$ cat src/rtl/lei_pkg.sv
package lei_pkg;

    localparam int CFG_W      = 32;
    localparam int MODE_W     = 5;
    localparam int MODE_LSB   = 27;
    localparam int NUM_LANES  = 4;
    localparam int LANE_IDX_W = 2;

    typedef enum logic [1:0] {
        INJ_OFF,
        INJ_FIXED,
        INJ_ALL,
        INJ_RAND
    } inj_kind_e;

    typedef struct packed {
        inj_kind_e               kind;
        logic [LANE_IDX_W-1:0]   lane;
    } inj_sel_t;

    // Unlisted codes fall through to INJ_OFF.
    function automatic inj_sel_t decode_mode(input logic [MODE_W-1:0] code);
        inj_sel_t s;
        s.kind = INJ_OFF;
        s.lane = '0;
        case (code)
            5'b10000: begin s.kind = INJ_FIXED; s.lane = 2'd0; end
            5'b01000: begin s.kind = INJ_FIXED; s.lane = 2'd1; end
            5'b00100: begin s.kind = INJ_FIXED; s.lane = 2'd2; end
            5'b00010: begin s.kind = INJ_FIXED; s.lane = 2'd3; end
            5'b11110: s.kind = INJ_ALL;
            5'b11111: s.kind = INJ_RAND;
            default:  s.kind = INJ_OFF;
        endcase
        return s;
    endfunction

endpackage

$ cat src/rtl/lei_lfsr.sv
module lei_lfsr #(
    parameter int          W    = 32,
    parameter logic [W-1:0] POLY = 32'h8020_0003,
    parameter logic [W-1:0] SEED = 32'h0000_0001
) (
    input  logic         clk,
    input  logic         rst_n,
    output logic [W-1:0] rnd
);

    typedef struct packed {
        logic [W-1:0] sr;
    } lfsr_t;

    lfsr_t st_d, st_q;

    // Galois form, one shift per clock, never reaches all-zero.
    always_comb begin
        st_d.sr = {1'b0, st_q.sr[W-1:1]} ^ (st_q.sr[0] ? POLY : '0);
    end

    always_ff @(posedge clk or negedge rst_n) begin
        if (!rst_n) st_q <= '{sr: SEED};
        else        st_q <= st_d;
    end

    assign rnd = st_q.sr;

    AST_LFSR_NONZERO: assert property (@(posedge clk) disable iff (!rst_n)
        st_q.sr != '0);

endmodule

$ cat src/rtl/lei_countdown.sv
module lei_countdown #(
    parameter int CNT_W = 25,
    parameter int RND_W = 16
) (
    input  logic             clk,
    input  logic             rst_n,
    input  logic             restart,
    input  logic             enable,
    input  logic             step,
    input  logic [CNT_W-1:0] limit,
    input  logic [RND_W-1:0] rnd,
    output logic             fire
);

    localparam int PROD_W = CNT_W + RND_W;

    typedef struct packed {
        logic             armed;
        logic [CNT_W-1:0] cnt;
    } cd_t;

    cd_t              st_d, st_q;
    logic [PROD_W-1:0] prod;
    logic [CNT_W-1:0]  new_delay;

    always_comb begin
        // Scale a RND_W-bit fraction by the limit: result lies in 0..limit-1.
        prod      = {{CNT_W{1'b0}}, rnd} * {{RND_W{1'b0}}, limit};
        new_delay = prod[RND_W +: CNT_W] + CNT_W'(1);
        st_d      = st_q;
        fire      = 1'b0;
        if (restart) begin
            st_d.armed = enable && (limit != '0);
            st_d.cnt   = new_delay;
        end else if (st_q.armed && step) begin
            if (st_q.cnt == CNT_W'(1)) begin
                fire     = 1'b1;
                st_d.cnt = new_delay;
            end else begin
                st_d.cnt = st_q.cnt - CNT_W'(1);
            end
        end
    end

    always_ff @(posedge clk or negedge rst_n) begin
        if (!rst_n) st_q <= '0;
        else        st_q <= st_d;
    end

    AST_CNT_IN_RANGE: assert property (@(posedge clk) disable iff (!rst_n)
        (st_q.armed && !restart) |-> (st_q.cnt != '0 && st_q.cnt <= limit));

endmodule

$ cat src/rtl/lei_flipper.sv
module lei_flipper
    import lei_pkg::*;
#(
    parameter int LANES  = NUM_LANES,
    parameter int CHAR_W = 10,
    localparam int DATA_W = LANES * CHAR_W,
    localparam int POS_W  = $clog2(CHAR_W)
) (
    input  logic                  clk,
    input  logic                  rst_n,
    input  logic                  vld_i,
    input  logic [DATA_W-1:0]     din,
    input  logic                  fire,
    input  inj_sel_t              sel,
    input  logic [POS_W-1:0]      bit_pos,
    input  logic [LANE_IDX_W-1:0] rnd_lane,
    output logic                  vld_o,
    output logic [DATA_W-1:0]     dout
);

    typedef struct packed {
        logic              vld;
        logic [DATA_W-1:0] data;
    } fl_t;

    fl_t               st_d, st_q;
    logic [DATA_W-1:0] mask;

    for (genvar gi = 0; gi < LANES; gi++) begin : g_lane
        logic hit;
        always_comb begin
            hit = fire && ((sel.kind == INJ_ALL)
                        || (sel.kind == INJ_FIXED && sel.lane == LANE_IDX_W'(gi))
                        || (sel.kind == INJ_RAND  && rnd_lane == LANE_IDX_W'(gi)));
        end
        assign mask[gi*CHAR_W +: CHAR_W] = hit ? (CHAR_W'(1) << bit_pos) : '0;

        AST_ONE_BIT_PER_LANE: assert property (@(posedge clk) disable iff (!rst_n)
            vld_i |=> ($countones(st_q.data[gi*CHAR_W +: CHAR_W]
                                  ^ $past(din[gi*CHAR_W +: CHAR_W])) <= 1));
        AST_ALL_LANES_HIT: assert property (@(posedge clk) disable iff (!rst_n)
            (fire && sel.kind == INJ_ALL)
            |=> (st_q.data[gi*CHAR_W +: CHAR_W] != $past(din[gi*CHAR_W +: CHAR_W])));
    end

    always_comb begin
        st_d.vld  = vld_i;
        st_d.data = vld_i ? (din ^ mask) : st_q.data;
    end

    always_ff @(posedge clk or negedge rst_n) begin
        if (!rst_n) st_q <= '0;
        else        st_q <= st_d;
    end

    assign vld_o = st_q.vld;
    assign dout  = st_q.data;

    AST_RAND_SINGLE_LANE: assert property (@(posedge clk) disable iff (!rst_n)
        (sel.kind == INJ_RAND) |-> $onehot0(mask));

endmodule

$ cat src/rtl/link_err_inject.sv
module link_err_inject
    import lei_pkg::*;
#(
    parameter int CHAR_W    = 10,
    parameter int RANGE_W   = 20,
    parameter int SCALE_SH  = 5,
    parameter int LFSR_W    = 32,
    parameter int DLY_RND_W = 16,
    parameter int POS_RND_W = 4,
    localparam int LANES    = NUM_LANES,
    localparam int DATA_W   = LANES * CHAR_W
) (
    input  logic              clk,
    input  logic              rst_n,
    input  logic              cfg_we,
    input  logic [CFG_W-1:0]  cfg_wdata,
    output logic [CFG_W-1:0]  cfg_rdata,
    input  logic              char_vld,
    input  logic [DATA_W-1:0] tx_in,
    output logic              tx_out_vld,
    output logic [DATA_W-1:0] tx_out
);

    localparam int CNT_W      = RANGE_W + SCALE_SH;
    localparam int POS_W      = $clog2(CHAR_W);
    localparam int POS_PROD_W = POS_RND_W + POS_W;
    localparam int RSVD_W     = CFG_W - MODE_W - RANGE_W;
    localparam int LANE_MSB   = LFSR_W - 1;
    localparam int POS_MSB    = LFSR_W - LANE_IDX_W - 1;

    typedef struct packed {
        logic [MODE_W-1:0]  mode;
        logic [RANGE_W-1:0] rng;
    } cfg_t;

    cfg_t                  cfg_d, cfg_q;
    inj_sel_t              sel_nxt, sel_cur;
    logic [CNT_W-1:0]      limit;
    logic [LFSR_W-1:0]     rnd;
    logic                  fire;
    logic [POS_PROD_W-1:0] pos_prod;
    logic [POS_W-1:0]      bit_pos;

    // Configuration register: the next value feeds the countdown so that a
    // write reloads with the freshly written range.
    always_comb begin
        cfg_d = cfg_q;
        if (cfg_we) begin
            cfg_d.mode = cfg_wdata[MODE_LSB +: MODE_W];
            cfg_d.rng  = cfg_wdata[RANGE_W-1:0];
        end
        sel_nxt  = decode_mode(cfg_d.mode);
        sel_cur  = decode_mode(cfg_q.mode);
        limit    = {cfg_d.rng, {SCALE_SH{1'b0}}};
        pos_prod = {{POS_W{1'b0}}, rnd[POS_MSB -: POS_RND_W]} * POS_PROD_W'(CHAR_W);
        bit_pos  = pos_prod[POS_RND_W +: POS_W];
    end

    always_ff @(posedge clk or negedge rst_n) begin
        if (!rst_n) cfg_q <= '0;
        else        cfg_q <= cfg_d;
    end

    assign cfg_rdata = {cfg_q.mode, {RSVD_W{1'b0}}, cfg_q.rng};

    lei_lfsr #(.W(LFSR_W)) u_lfsr (
        .clk   (clk),
        .rst_n (rst_n),
        .rnd   (rnd)
    );

    lei_countdown #(.CNT_W(CNT_W), .RND_W(DLY_RND_W)) u_cnt (
        .clk     (clk),
        .rst_n   (rst_n),
        .restart (cfg_we),
        .enable  (sel_nxt.kind != INJ_OFF),
        .step    (char_vld),
        .limit   (limit),
        .rnd     (rnd[DLY_RND_W-1:0]),
        .fire    (fire)
    );

    lei_flipper #(.LANES(LANES), .CHAR_W(CHAR_W)) u_flip (
        .clk      (clk),
        .rst_n    (rst_n),
        .vld_i    (char_vld),
        .din      (tx_in),
        .fire     (fire),
        .sel      (sel_cur),
        .bit_pos  (bit_pos),
        .rnd_lane (rnd[LANE_MSB -: LANE_IDX_W]),
        .vld_o    (tx_out_vld),
        .dout     (tx_out)
    );

    AST_MODE_ZERO_QUIET: assert property (@(posedge clk) disable iff (!rst_n)
        (!cfg_we && cfg_q.mode == '0) |-> !fire);
    AST_RSVD_MODE_QUIET: assert property (@(posedge clk) disable iff (!rst_n)
        (!cfg_we && sel_cur.kind == INJ_OFF) |-> !fire);
    AST_ZERO_RANGE_QUIET: assert property (@(posedge clk) disable iff (!rst_n)
        (!cfg_we && cfg_q.rng == '0) |-> !fire);
    AST_WRITE_CHAR_CLEAN: assert property (@(posedge clk) disable iff (!rst_n)
        (cfg_we && char_vld) |=> (tx_out == $past(tx_in)));
    AST_VALID_FOLLOWS: assert property (@(posedge clk) disable iff (!rst_n)
        char_vld |=> tx_out_vld);
    AST_IDLE_FOLLOWS: assert property (@(posedge clk) disable iff (!rst_n)
        !char_vld |=> !tx_out_vld);
    AST_POS_IN_CHAR: assert property (@(posedge clk) disable iff (!rst_n)
        bit_pos < POS_W'(CHAR_W));

endmodule

$ cat config.mk
export PLATFORM = sky130hd
export DESIGN_NAME = link_err_inject
export DESIGN_NICKNAME = d
export VERILOG_FILES = /design/src/rtl/lei_pkg.sv /design/src/rtl/lei_lfsr.sv /design/src/rtl/lei_countdown.sv /design/src/rtl/lei_flipper.sv /design/src/rtl/link_err_inject.sv
export SDC_FILE = /design/constraint.sdc
export NUM_CORES = 1
export LEC_CHECK = 0
export BUFFER_PORTS_ARGS = -buffer_cell sky130_fd_sc_hd__buf_2
export CORE_ASPECT_RATIO = 0.8
export CORE_MARGIN = 5
export CORE_UTILIZATION = 55
export CTS_CLUSTER_DIAMETER = 50
export DETAILED_ROUTE_END_ITERATION = 8
export HOLD_SLACK_MARGIN = 0.12
export PLACE_DENSITY = 0.79
export SLEW_MARGIN = 20
export SYNTH_ARGS = -nofsm -noshare
export SYNTH_HDL_FRONTEND = slang
export SYNTH_SLANG_ARGS = --single-unit
$ cat constraint.sdc
create_clock -name clk -period 9.6 [get_ports clk]
set_clock_uncertainty 0.2 [all_clocks]
set_input_delay 0.96 -clock clk [delete_from_list [all_inputs] [get_ports clk]]
set_output_delay 0.96 -clock clk [all_outputs]
set_load 0.005 [all_outputs]
==> results of run 1 <==
-- power groups by stage --
stage / Combinational (W) / Clock (W) / Sequential (W)
final: 0.000246 / 0.000679 / 0.000593
after global placement: 0.000237 / 0 / 0.000599
after floorplan: 0.000133 / 0 / 0.000599
after CTS: 0.000245 / 0.000687 / 0.000592
after detailed placement: 0.000243 / 0 / 0.000601
after global routing: 0.000270 / 0.000716 / 0.000598
-- worst max path at each step --
stage                     end  cells after the start  slack, ns   start
6_report       u_cnt.st_q[24]                     24       0.79  cfg_we
3_5_place_dp   u_cnt.st_q[24]                     24       0.52  cfg_we
5_1_grt        u_cnt.st_q[24]                     26       0.31  cfg_we
2_1_floorplan  u_cnt.st_q[24]                     27       1.32  cfg_we
4_1_cts        u_cnt.st_q[24]                     24       0.90  cfg_we
3_3_place_gp   u_cnt.st_q[24]                     24       0.60  cfg_we
-- critical path, cell delays in order --
cell	delay, ns
buf_2	0.58
mux2i_2	0.56
inv_1	0.37
and2_1	0.28
fa_1	0.50
fa_1	0.45
fa_1	0.55
fa_1	0.47
fa_1	0.51
inv_1	0.05
fa_1	0.48
inv_1	0.06
ha_1	0.44
nand4_1	0.19
nor4_1	0.27
a22oi_1	0.20
nor2_1	0.35
o211a_1	0.21
o21ai_0	0.21
nor4_4	0.41
nor4b_2	0.31
nand3b_1	0.13
xnor2_1	0.23
a21oi_1	0.11
-- state kept, by name, summed over array words and instances, names as in the netlist --
signal        flops
u_flip.vld_o      1
cfg_rdata        25
u_flip.dout      40
u_cnt.st_q       26
u_lfsr.rnd       32
-- cells in the mapped netlist (all sizes together), types with 8 or more instances --
master / count
inv: 287
nand2: 274
fa: 250
and2: 145
dfrtp: 123
ha: 111
a21oi: 108
nor2: 104
clkbuf: 86
o21ai: 62
xor2: 47
xnor2: 38
nor3: 35
nand3: 27
nand4: 24
mux2: 21
buf: 16
nor4: 15
a21o: 9
and3: 9
o211ai: 9
mux2i: 8
nand2b: 8
-- kinds of logic (layout without fill, tap and decap cells) --
| logic type | after synthesis | in the layout | synth area share, % |
|---|---|---|---|
| xor gates and xnor gates | 85 | 85 | 4.55 |
| other | 1 | 8 | 0.0222 |
| AOI/OAI and AO/OA | 240 | 240 | 8.84 |
| adders and majority gates | 361 | 361 | 37.9 |
| DFF | 124 | 124 | 18.4 |
| and+or+nand+nor | 670 | 670 | 19.5 |
| buffers and inverters | 389 | 466 | 8.85 |
| muxes | 29 | 29 | 1.92 |
-- final cells by class --
class                           count  area, um^2  share of cell area (%)
Sequential cell                   124        3100                    16.9
Multi-Input combinational cell   1392       12300                    66.9
Inverter                          287        1080                    5.87
Clock buffer                       17         425                    2.32
Timing Repair Buffer              147         774                    4.22
Clock inverter                     15         170                   0.927
Tap cell                          413         517                    2.81
Antenna cell                        1        2.50                  0.0136
-- per-stage QoR --
stage / instances / hold WS, ns
detailed placement: 2363 / 0.136
global route: 2396 / 0.154
finish: 2396 / 0.143
CTS: 2395 / 0.144
global placement: 2363 / 0.135
floorplan: 1905 / 0.131
-- layer usage --
layer / track usage, % / share of wire (%)
met1: 37.1 / 44
met2: 40.7 / 46
met3: 4.98 / 8.0
met4: 6.72 / 1.7
met5: 0 / 0
==> flow_metrics.env, run 1 <==
export IMPL_crit_arrival_ns=8.90
export IMPL_yosysTopAreaCell="fa_1"
export IMPL_grt_pass1_wl_mm=72.2
export IMPL_postSynthAreaPerCell_um2=8.88
export IMPL_insertion_delay_ns=0.45
export IMPL_drc=0
export IMPL_grt_max_degree=84
export IMPL_critPathLaunchType="primary input"
export IMPL_antenna_found_initial=1
export IMPL_clockBufferDepth=2
export IMPL_p_clk_share_pct=44.7
export IMPL_async_flop_share_pct=100
export IMPL_synth_seq_area_share_pct=18.4
export IMPL_first_iter_violations=1207
export IMPL_slew_limit_headroom_pct=33.9
export IMPL_sw_frac_of_total_pct=33.2
export IMPL_overflow=0
export IMPL_peakVddDrop_v=0.000109
export IMPL_cts_made_buffers=17
export IMPL_most_common_layout_cells="inv_1, nand2_1, fa_1, and2_1, buf_2"
export IMPL_crit_type="in -> reg"
export IMPL_hold_class="reg -> reg"
export IMPL_clkSlewWorstSetupHoldPaths_ns=0.06
export IMPL_min_period_ns=8.81
export IMPL_port_buffers=134
export IMPL_ys_ff_latch=124
export IMPL_dpl_cell_area_mm2=0.0178
export IMPL_cts_max_level=4
export IMPL_row_count=57
export IMPL_clockRootBuffer="clkbuf_16"
export IMPL_slew_viol_final=0
export IMPL_die_h_um=167
export IMPL_synthCells=1899
export IMPL_post_cts_setup_buffers=0
export IMPL_clock_sinks=124
export IMPL_switching_power_w=0.000504
export IMPL_num_fill_cells=2531
export IMPL_reg2reg_slack_ns=1.50
export IMPL_drv_cap=0
export IMPL_synth_area_mm2=0.0169
export IMPL_status="completed"
export IMPL_worstHoldStart="u_lfsr.rnd[20]"
export IMPL_p_per_area_mw_per_mm2=82.7
export IMPL_worstMarginPinSlew_ns=0.992
export IMPL_antenna_left=0
export IMPL_seqPwrFrac_pct=39.1
export IMPL_synth_area_leaders="fa_1, dfrtp_1, ha_1, inv_1, nand2_1"
export IMPL_postCtsHoldBufs=0
export IMPL_synth_edf_count=0
export IMPL_ys_warn_count=0
export IMPL_grtUsageTotal_pct=25.9
export IMPL_fin_util_pct=60.6
export IMPL_r2r_end="u_cnt.st_q[24]"
export IMPL_initial_utilization_pct=55.6
export IMPL_vias=13560
export IMPL_die_x_um=206
export IMPL_period_share_pct=91.8
export IMPL_hold_viol=0
export IMPL_postCtsResizedCells=0
export IMPL_worstPathMaxFanout=22
export IMPL_combPwrFrac_pct=16.2
export IMPL_r2r_cells=24
export IMPL_cp_data_required_time_ns=9.69
export IMPL_synth_top_area_share_pct=29.7
export IMPL_wl_per_cell_um=17.9
export IMPL_dr_pass1_iters=5
export IMPL_viasPerCell=5.66
export IMPL_ys_types=78
export IMPL_die_area_mm2=0.0343
export IMPL_core_mm2=0.0303
export IMPL_holdPathEnd="u_lfsr.rnd[19]"
export IMPL_syn2layout_area_growth_pct=8.87
export IMPL_p_int_w=0.00101
export IMPL_finalPower_w=0.00152
export IMPL_routabilityCongestion=0.912
export IMPL_hold_path_depth=0
export IMPL_dp_hpwl_mm=32.5
export IMPL_final_common_cell="inv_1"
export IMPL_grt_pass1_vias=14081
export IMPL_setup_violations=0
export IMPL_setup_slack_ns=0.786
export IMPL_fmax_mhz=113
export IMPL_leakage_nw=8.99
export IMPL_rsz0062_at_grt="no"
export IMPL_design_area_mm2=0.0184
export IMPL_cts_tree="yes"
export IMPL_cp_end_kind="register"
export IMPL_routed_wl_mm=42.8
export IMPL_synth_ff_type="dfrtp_1"
export IMPL_finalSetupTns_ns=0
export IMPL_nNetsFinal=2406
export IMPL_final_layout_size_suffix_gt1_share_pct=11.8
export IMPL_io_pins=149
export IMPL_post_place_ws_ns=0.523
export IMPL_worstReg2RegStart="u_lfsr.rnd[7]"
(Power assumes the default switching activity.)
==> run 2, diff against run 1 <==
Settings changed: CORE_UTILIZATION 55 to 54, PLACE_DENSITY 0.79 to 0.77.
==> run 2 against run 1 <==
Net effect:
- final cell count is essentially flat
- die area grew 1.8%
- wire length grew 0.55%
- core utilization shrank 0.56 points
- fmax shrank 2.3%
- critical endpoint unchanged
- critical path type unchanged
- critical path depth is the same
==> flow_metrics.env, run 2 (same netlist as run 1, synthesis figures left out) <==
export IMPL_overflow=0
export IMPL_combPwrFrac_pct=16.3
export IMPL_p_clk_share_pct=44.7
export IMPL_die_h_um=168
export IMPL_io_pins=149
export IMPL_p_per_area_mw_per_mm2=83.0
export IMPL_cp_data_required_time_ns=9.69
export IMPL_setup_slack_ns=0.575
export IMPL_post_cts_setup_buffers=0
export IMPL_crit_end="u_cnt.st_q[24]"
export IMPL_seqPwrFrac_pct=38.9
export IMPL_antenna_found_initial=0
export IMPL_viasPerCell=5.58
export IMPL_clockBufferDepth=2
export IMPL_dr_pass1_iters=5
export IMPL_slew_limit_headroom_pct=34.7
export IMPL_fmax_mhz=111
export IMPL_slew_viol_final=0
export IMPL_grt_max_degree=84
export IMPL_cts_tree="yes"
export IMPL_clockRootBuffer="clkbuf_16"
export IMPL_post_place_ws_ns=0.271
export IMPL_path_common_cell="fa_1"
export IMPL_period_share_pct=94.0
export IMPL_most_common_layout_cells="inv_1, nand2_1, fa_1, and2_1, buf_2"
export IMPL_final_seq_area_mm2=0.00310
export IMPL_postCtsResizedCells=0
export IMPL_grt_pass1_vias=14387
export IMPL_insertion_delay_ns=0.46
export IMPL_largest_register_ff_count=40
export IMPL_dp_hpwl_mm=32.9
export IMPL_min_period_ns=9.03
export IMPL_clkSlewWorstSetupHoldPaths_ns=0.06
export IMPL_switching_power_w=0.000509
export IMPL_vias=13373
export IMPL_die_area_mm2=0.0349
export IMPL_crit_slowest_cell="buf_2"
export IMPL_cp_end_kind="register"
export IMPL_whs_ns=0.147
export IMPL_reg2reg_slack_ns=1.51
export IMPL_port_buffers=134
export IMPL_nNetsFinal=2406
export IMPL_multi_input_area_mm2=0.0123
export IMPL_grt_pass1_wl_mm=73.5
export IMPL_antenna_left=0
export IMPL_worstPathMaxFanout=31
export IMPL_initial_utilization_pct=55.1
export IMPL_grtUsageTotal_pct=25.6
export IMPL_cts_max_level=4
export IMPL_num_fill_cells=2585
export IMPL_sw_frac_of_total_pct=33.4
export IMPL_rsz0062_at_grt="no"
export IMPL_slowest_delay_ns=0.68
export IMPL_fin_util_pct=60.0
export IMPL_setup_violations=0
export IMPL_p_int_w=0.00102
export IMPL_critPathLaunchType="primary input"
export IMPL_worstPathCellList="buf_2 -> mux2i_2 -> inv_1 -> and2_1 -> fa_1 -> fa_1 -> fa_1 -> fa_1 -> fa_1 -> inv_1 -> fa_1 -> inv_1 -> ha_1 -> nand4_1 -> nor4_1 -> a22oi_1 -> nor2_1 -> o211a_1 -> o21ai_0 -> nor4_4 -> nor4b_2 -> nand3b_1 -> xnor2_1 -> a21oi_1"
export IMPL_routed_wl_mm=43.1
export IMPL_finalSetupTns_ns=0
export IMPL_crit_start="cfg_we"
export IMPL_final_layout_size_suffix_gt1_share_pct=11.8
export IMPL_hold_class="reg -> reg"
export IMPL_wl_per_cell_um=18.0
export IMPL_row_count=57
export IMPL_cts_made_buffers=17
export IMPL_first_iter_violations=1118
export IMPL_drc=0
export IMPL_worstMarginPinSlew_ns=0.972
export IMPL_drv_cap=0
export IMPL_peakVddDrop_v=0.000124
export IMPL_r2r_end="u_cnt.st_q[24]"
export IMPL_clock_sinks=124
export IMPL_hold_viol=0
export IMPL_postCtsHoldBufs=0
export IMPL_core_mm2=0.0306
export IMPL_n_antenna_cell=0
export IMPL_crit_type="in -> reg"
export IMPL_leakage_nw=8.99
export IMPL_die_x_um=208
export IMPL_worstReg2RegStart="u_lfsr.rnd[7]"
export IMPL_syn2layout_area_growth_pct=8.87
export IMPL_routabilityCongestion=0.909
export IMPL_r2r_cells=24
export IMPL_final_common_cell="inv_1"
export IMPL_crit_arrival_ns=9.12
export IMPL_status="completed"
[run 2: changes by cell type in the layout (fill, tap and decap cells not counted)]
cell	change
inv_6	-2
clkinv_4	+1
inv_8	+1
diode_2	-1
[run 2: area by class of cell]
cell class / count / area share, %
clock buffers: 17 / 2.32
clock inverters: 15 / 0.941
inverters: 287 / 5.87
multi-input cells: 1392 / 66.9
flip-flops and latches: 124 / 16.9
well taps: 413 / 2.81
repair buffers: 147 / 4.22
[run 2: power groups by stage]
stage	Clock [W]	Sequential (W)	Combinational, W
finish	0.000682	0.000593	0.000249
floorplan	0	0.000599	0.000133
global placement	0	0.000599	0.000238
CTS	0.000688	0.000592	0.000248
detailed placement	0	0.000601	0.000246
global route	0.000710	0.000599	0.000274
[run 2: worst max-delay path: cells and delay by family]
kind | cells | cell delay, ns
AOI/OAI and AO/OA | 4 | 0.72
xor gates and xnor gates | 1 | 0.24
adders and majority gates | 7 | 3.38
buffers and inverters | 4 | 1.25
muxes | 1 | 0.55
and+or+nand+nor | 7 | 2.02
[run 2: worst min-delay path by stage]
stage	to	cells past startpoint	slack (ns)	start
floorplan	u_lfsr.rnd[15]	0	0.13	u_lfsr.rnd[16]
CTS	u_lfsr.rnd[24]	0	0.15	u_lfsr.rnd[25]
global placement	u_lfsr.rnd[24]	0	0.13	u_lfsr.rnd[25]
finish	u_lfsr.rnd[17]	0	0.15	u_lfsr.rnd[18]
global route	u_lfsr.rnd[17]	0	0.15	u_lfsr.rnd[18]
detailed placement	u_lfsr.rnd[17]	0	0.14	u_lfsr.rnd[18]
[run 2: stage by stage]
stage	cells	total power (W)	area [um^2]
2_1_floorplan	1905	0.000733	16900
3_3_place_gp	2363	0.000838	17800
3_5_place_dp	2363	0.000847	17800
4_1_cts	2395	0.00153	18400
5_1_grt	2395	0.00158	18400
6_report	2395	0.00152	18400
[run 2: layer usage]
metal	track usage, %	part of all wire (%)
met1	35.3	43
met2	41.4	46
met3	6.40	8.8
met4	5.78	1.5
met5	0	0
==> run 3, diff against run 2 <==
Settings changed: CTS_CLUSTER_DIAMETER 50 to default, PLACE_DENSITY 0.77 to 0.8.
Clock period 9.6 ns to 7.85 ns, I/O delays scaled along.
==> run 3 against run 2 <==
Net effect:
- critical path depth up 3
- via count up 6.0%
- first-iteration DRC count up 11%
- power up 29%
- register-to-register slack worse by 1.1 ns
- design area up 6.9%
==> flow_metrics.env, run 3 (same netlist as run 1, synthesis figures left out) <==
export IMPL_syn2layout_area_growth_pct=16.4
export IMPL_first_iter_violations=1240
export IMPL_dr_pass1_iters=6
export IMPL_cts_tree="yes"
export IMPL_slew_viol_final=0
export IMPL_die_x_um=208
export IMPL_clockBufferDepth=2
export IMPL_sw_frac_of_total_pct=30.9
export IMPL_final_common_cell="inv_1"
export IMPL_post_cts_setup_buffers=0
export IMPL_port_buffers=134
export IMPL_cp_data_required_time_ns=7.94
export IMPL_crit_arrival_ns=7.67
export IMPL_grtUsageTotal_pct=27.0
export IMPL_largest_register_ff_count=40
export IMPL_setup_violations=0
export IMPL_leakage_nw=9.81
export IMPL_vias=14180
export IMPL_min_period_ns=7.58
export IMPL_dr_wl_met3_mm=4.02
export IMPL_viasPerCell=5.58
export IMPL_worstPathMaxFanout=16
export IMPL_clkSlewWorstSetupHoldPaths_ns=0.06
export IMPL_core_mm2=0.0306
export IMPL_dr_wl_met2_mm=21.1
export IMPL_final_layout_size_suffix_gt1_share_pct=18.5
export IMPL_clockRootBuffer="clkbuf_16"
export IMPL_cp_end_kind="register"
export IMPL_io_pins=149
export IMPL_routed_wl_mm=45.6
export IMPL_period_share_pct=96.5
export IMPL_clock_sinks=124
export IMPL_hold_class="reg -> reg"
export IMPL_antenna_found_initial=2
export IMPL_peakVddDrop_v=0.000108
export IMPL_top_layer_used="met4"
export IMPL_fin_util_pct=64.2
export IMPL_seqPwrFrac_pct=37.1
export IMPL_num_fill_cells=2399
export IMPL_row_count=57
export IMPL_worstMarginPinSlew_ns=1.04
export IMPL_overflow=0
export IMPL_die_area_mm2=0.0349
export IMPL_status="completed"
export IMPL_wl_met1_mm=19.4
export IMPL_drv_cap=0
export IMPL_crit_type="in -> reg"
export IMPL_die_h_um=168
export IMPL_cts_max_level=4
export IMPL_nNetsFinal=2548
export IMPL_combPwrFrac_pct=17.2
export IMPL_wl_per_cell_um=18.0
export IMPL_fmax_mhz=132
export IMPL_most_common_layout_cells="inv_1, nand2_1, fa_1, buf_4, and2_1"
export IMPL_dp_hpwl_mm=35.6
export IMPL_slew_limit_headroom_pct=30.6
export IMPL_hold_viol=0
export IMPL_p_per_area_mw_per_mm2=99.8
export IMPL_drc=0
export IMPL_routabilityCongestion=0.913
export IMPL_grt_pass1_wl_mm=77.3
export IMPL_grt_pass1_vias=15234
export IMPL_cts_made_buffers=17
export IMPL_whs_ns=0.148
export IMPL_grt_max_degree=84
export IMPL_insertion_delay_ns=0.45
export IMPL_antenna_left=0
export IMPL_critPathLaunchType="primary input"
export IMPL_p_clk_share_pct=45.7
export IMPL_p_int_w=0.00135
export IMPL_initial_utilization_pct=55.1
export IMPL_switching_power_w=0.000605
[run 3: through the flow]
stage	power, W	cell area, um^2	setup TNS [ns]	cells	setup slack [ns]
after global placement	0.00105	18800	-5.07	2504	-0.476
after global routing	0.00204	19600	-0.0595	2539	-0.0595
final	0.00196	19600	0	2539	0.272
after floorplan	0.000896	16900	0	1905	0.0745
after detailed placement	0.00106	18800	-7.15	2504	-0.575
after CTS	0.00196	19500	0	2537	0.0156
[run 3: path summary, 6_finish.rpt]
| path | start | endpoint | slack, ns | depth (start not counted) |
|---|---|---|---|---|
| setup reg to reg | u_lfsr.rnd[2] | u_cnt.st_q[20] | 0.40 | 22 |
| min in group asynchronous | rst_n | u_flip.dout[34] | 0.66 | 2 |
| max in group asynchronous | rst_n | u_flip.dout[22] | 5.43 | 3 |
| setup / recovery | cfg_we | u_cnt.st_q[20] | 0.27 | 27 |
| hold / removal | u_lfsr.rnd[18] | u_lfsr.rnd[17] | 0.15 | 0 |
| hold reg to reg | u_lfsr.rnd[18] | u_lfsr.rnd[17] | 0.15 | 0 |
[run 3: critical path: stages]
cell,delay [ns]
buf_12,0.16
buf_4,0.15
mux2_2,0.41
buf_4,0.21
and2_1,0.18
fa_1,0.43
fa_1,0.52
ha_1,0.14
inv_1,0.05
fa_1,0.48
inv_1,0.06
fa_1,0.54
inv_1,0.05
fa_1,0.48
inv_1,0.05
ha_1,0.33
a21oi_1,0.24
o21ai_0,0.20
a221oi_4,0.53
xnor2_1,0.21
and2_4,0.20
and3_1,0.21
and4_1,0.24
nand4_1,0.16
mux2i_1,0.23
xor2_1,0.26
o221ai_1,0.15
[run 3: what timing repair did]
action                                  in CTS  in global routing
resized for setup                            1                 41
pin swaps                                    0                  2
hold buffers                                 1                  0
endpoints found under the hold margin       39                  0
endpoints found under the setup margin      10                 18
cloned                                       0                  0
[run 3: final cells by class]
type	count	area (um^2)	area share, %
inverter	287	1080	5.49
clock buffer	18	429	2.19
tap	413	517	2.63
antenna	2	5.00	0.0255
timing repair buffer	289	1860	9.46
multi-input combinational	1392	12400	63.3
sequential	124	3100	15.8
clock inverter	14	206	1.05
[run 3: power by group through the flow]
| stage | registers, W | logic (W) | clock network (W) |
|---|---|---|---|
| finish | 0.000727 | 0.000337 | 0.000895 |
| detailed placement | 0.000736 | 0.000328 | 0 |
| CTS | 0.000725 | 0.000330 | 0.000902 |
| floorplan | 0.000733 | 0.000163 | 0 |
| global placement | 0.000733 | 0.000318 | 0 |
| global route | 0.000733 | 0.000369 | 0.000935 |
[run 3: per-layer routing]
layer / global-route usage (%) / up-vias
met5: 0 / -
met4: 6.95 / 0
met3: 6.60 / 98
met2: 43.8 / 653
met1: 36.8 / 7005
li1: - / 6424
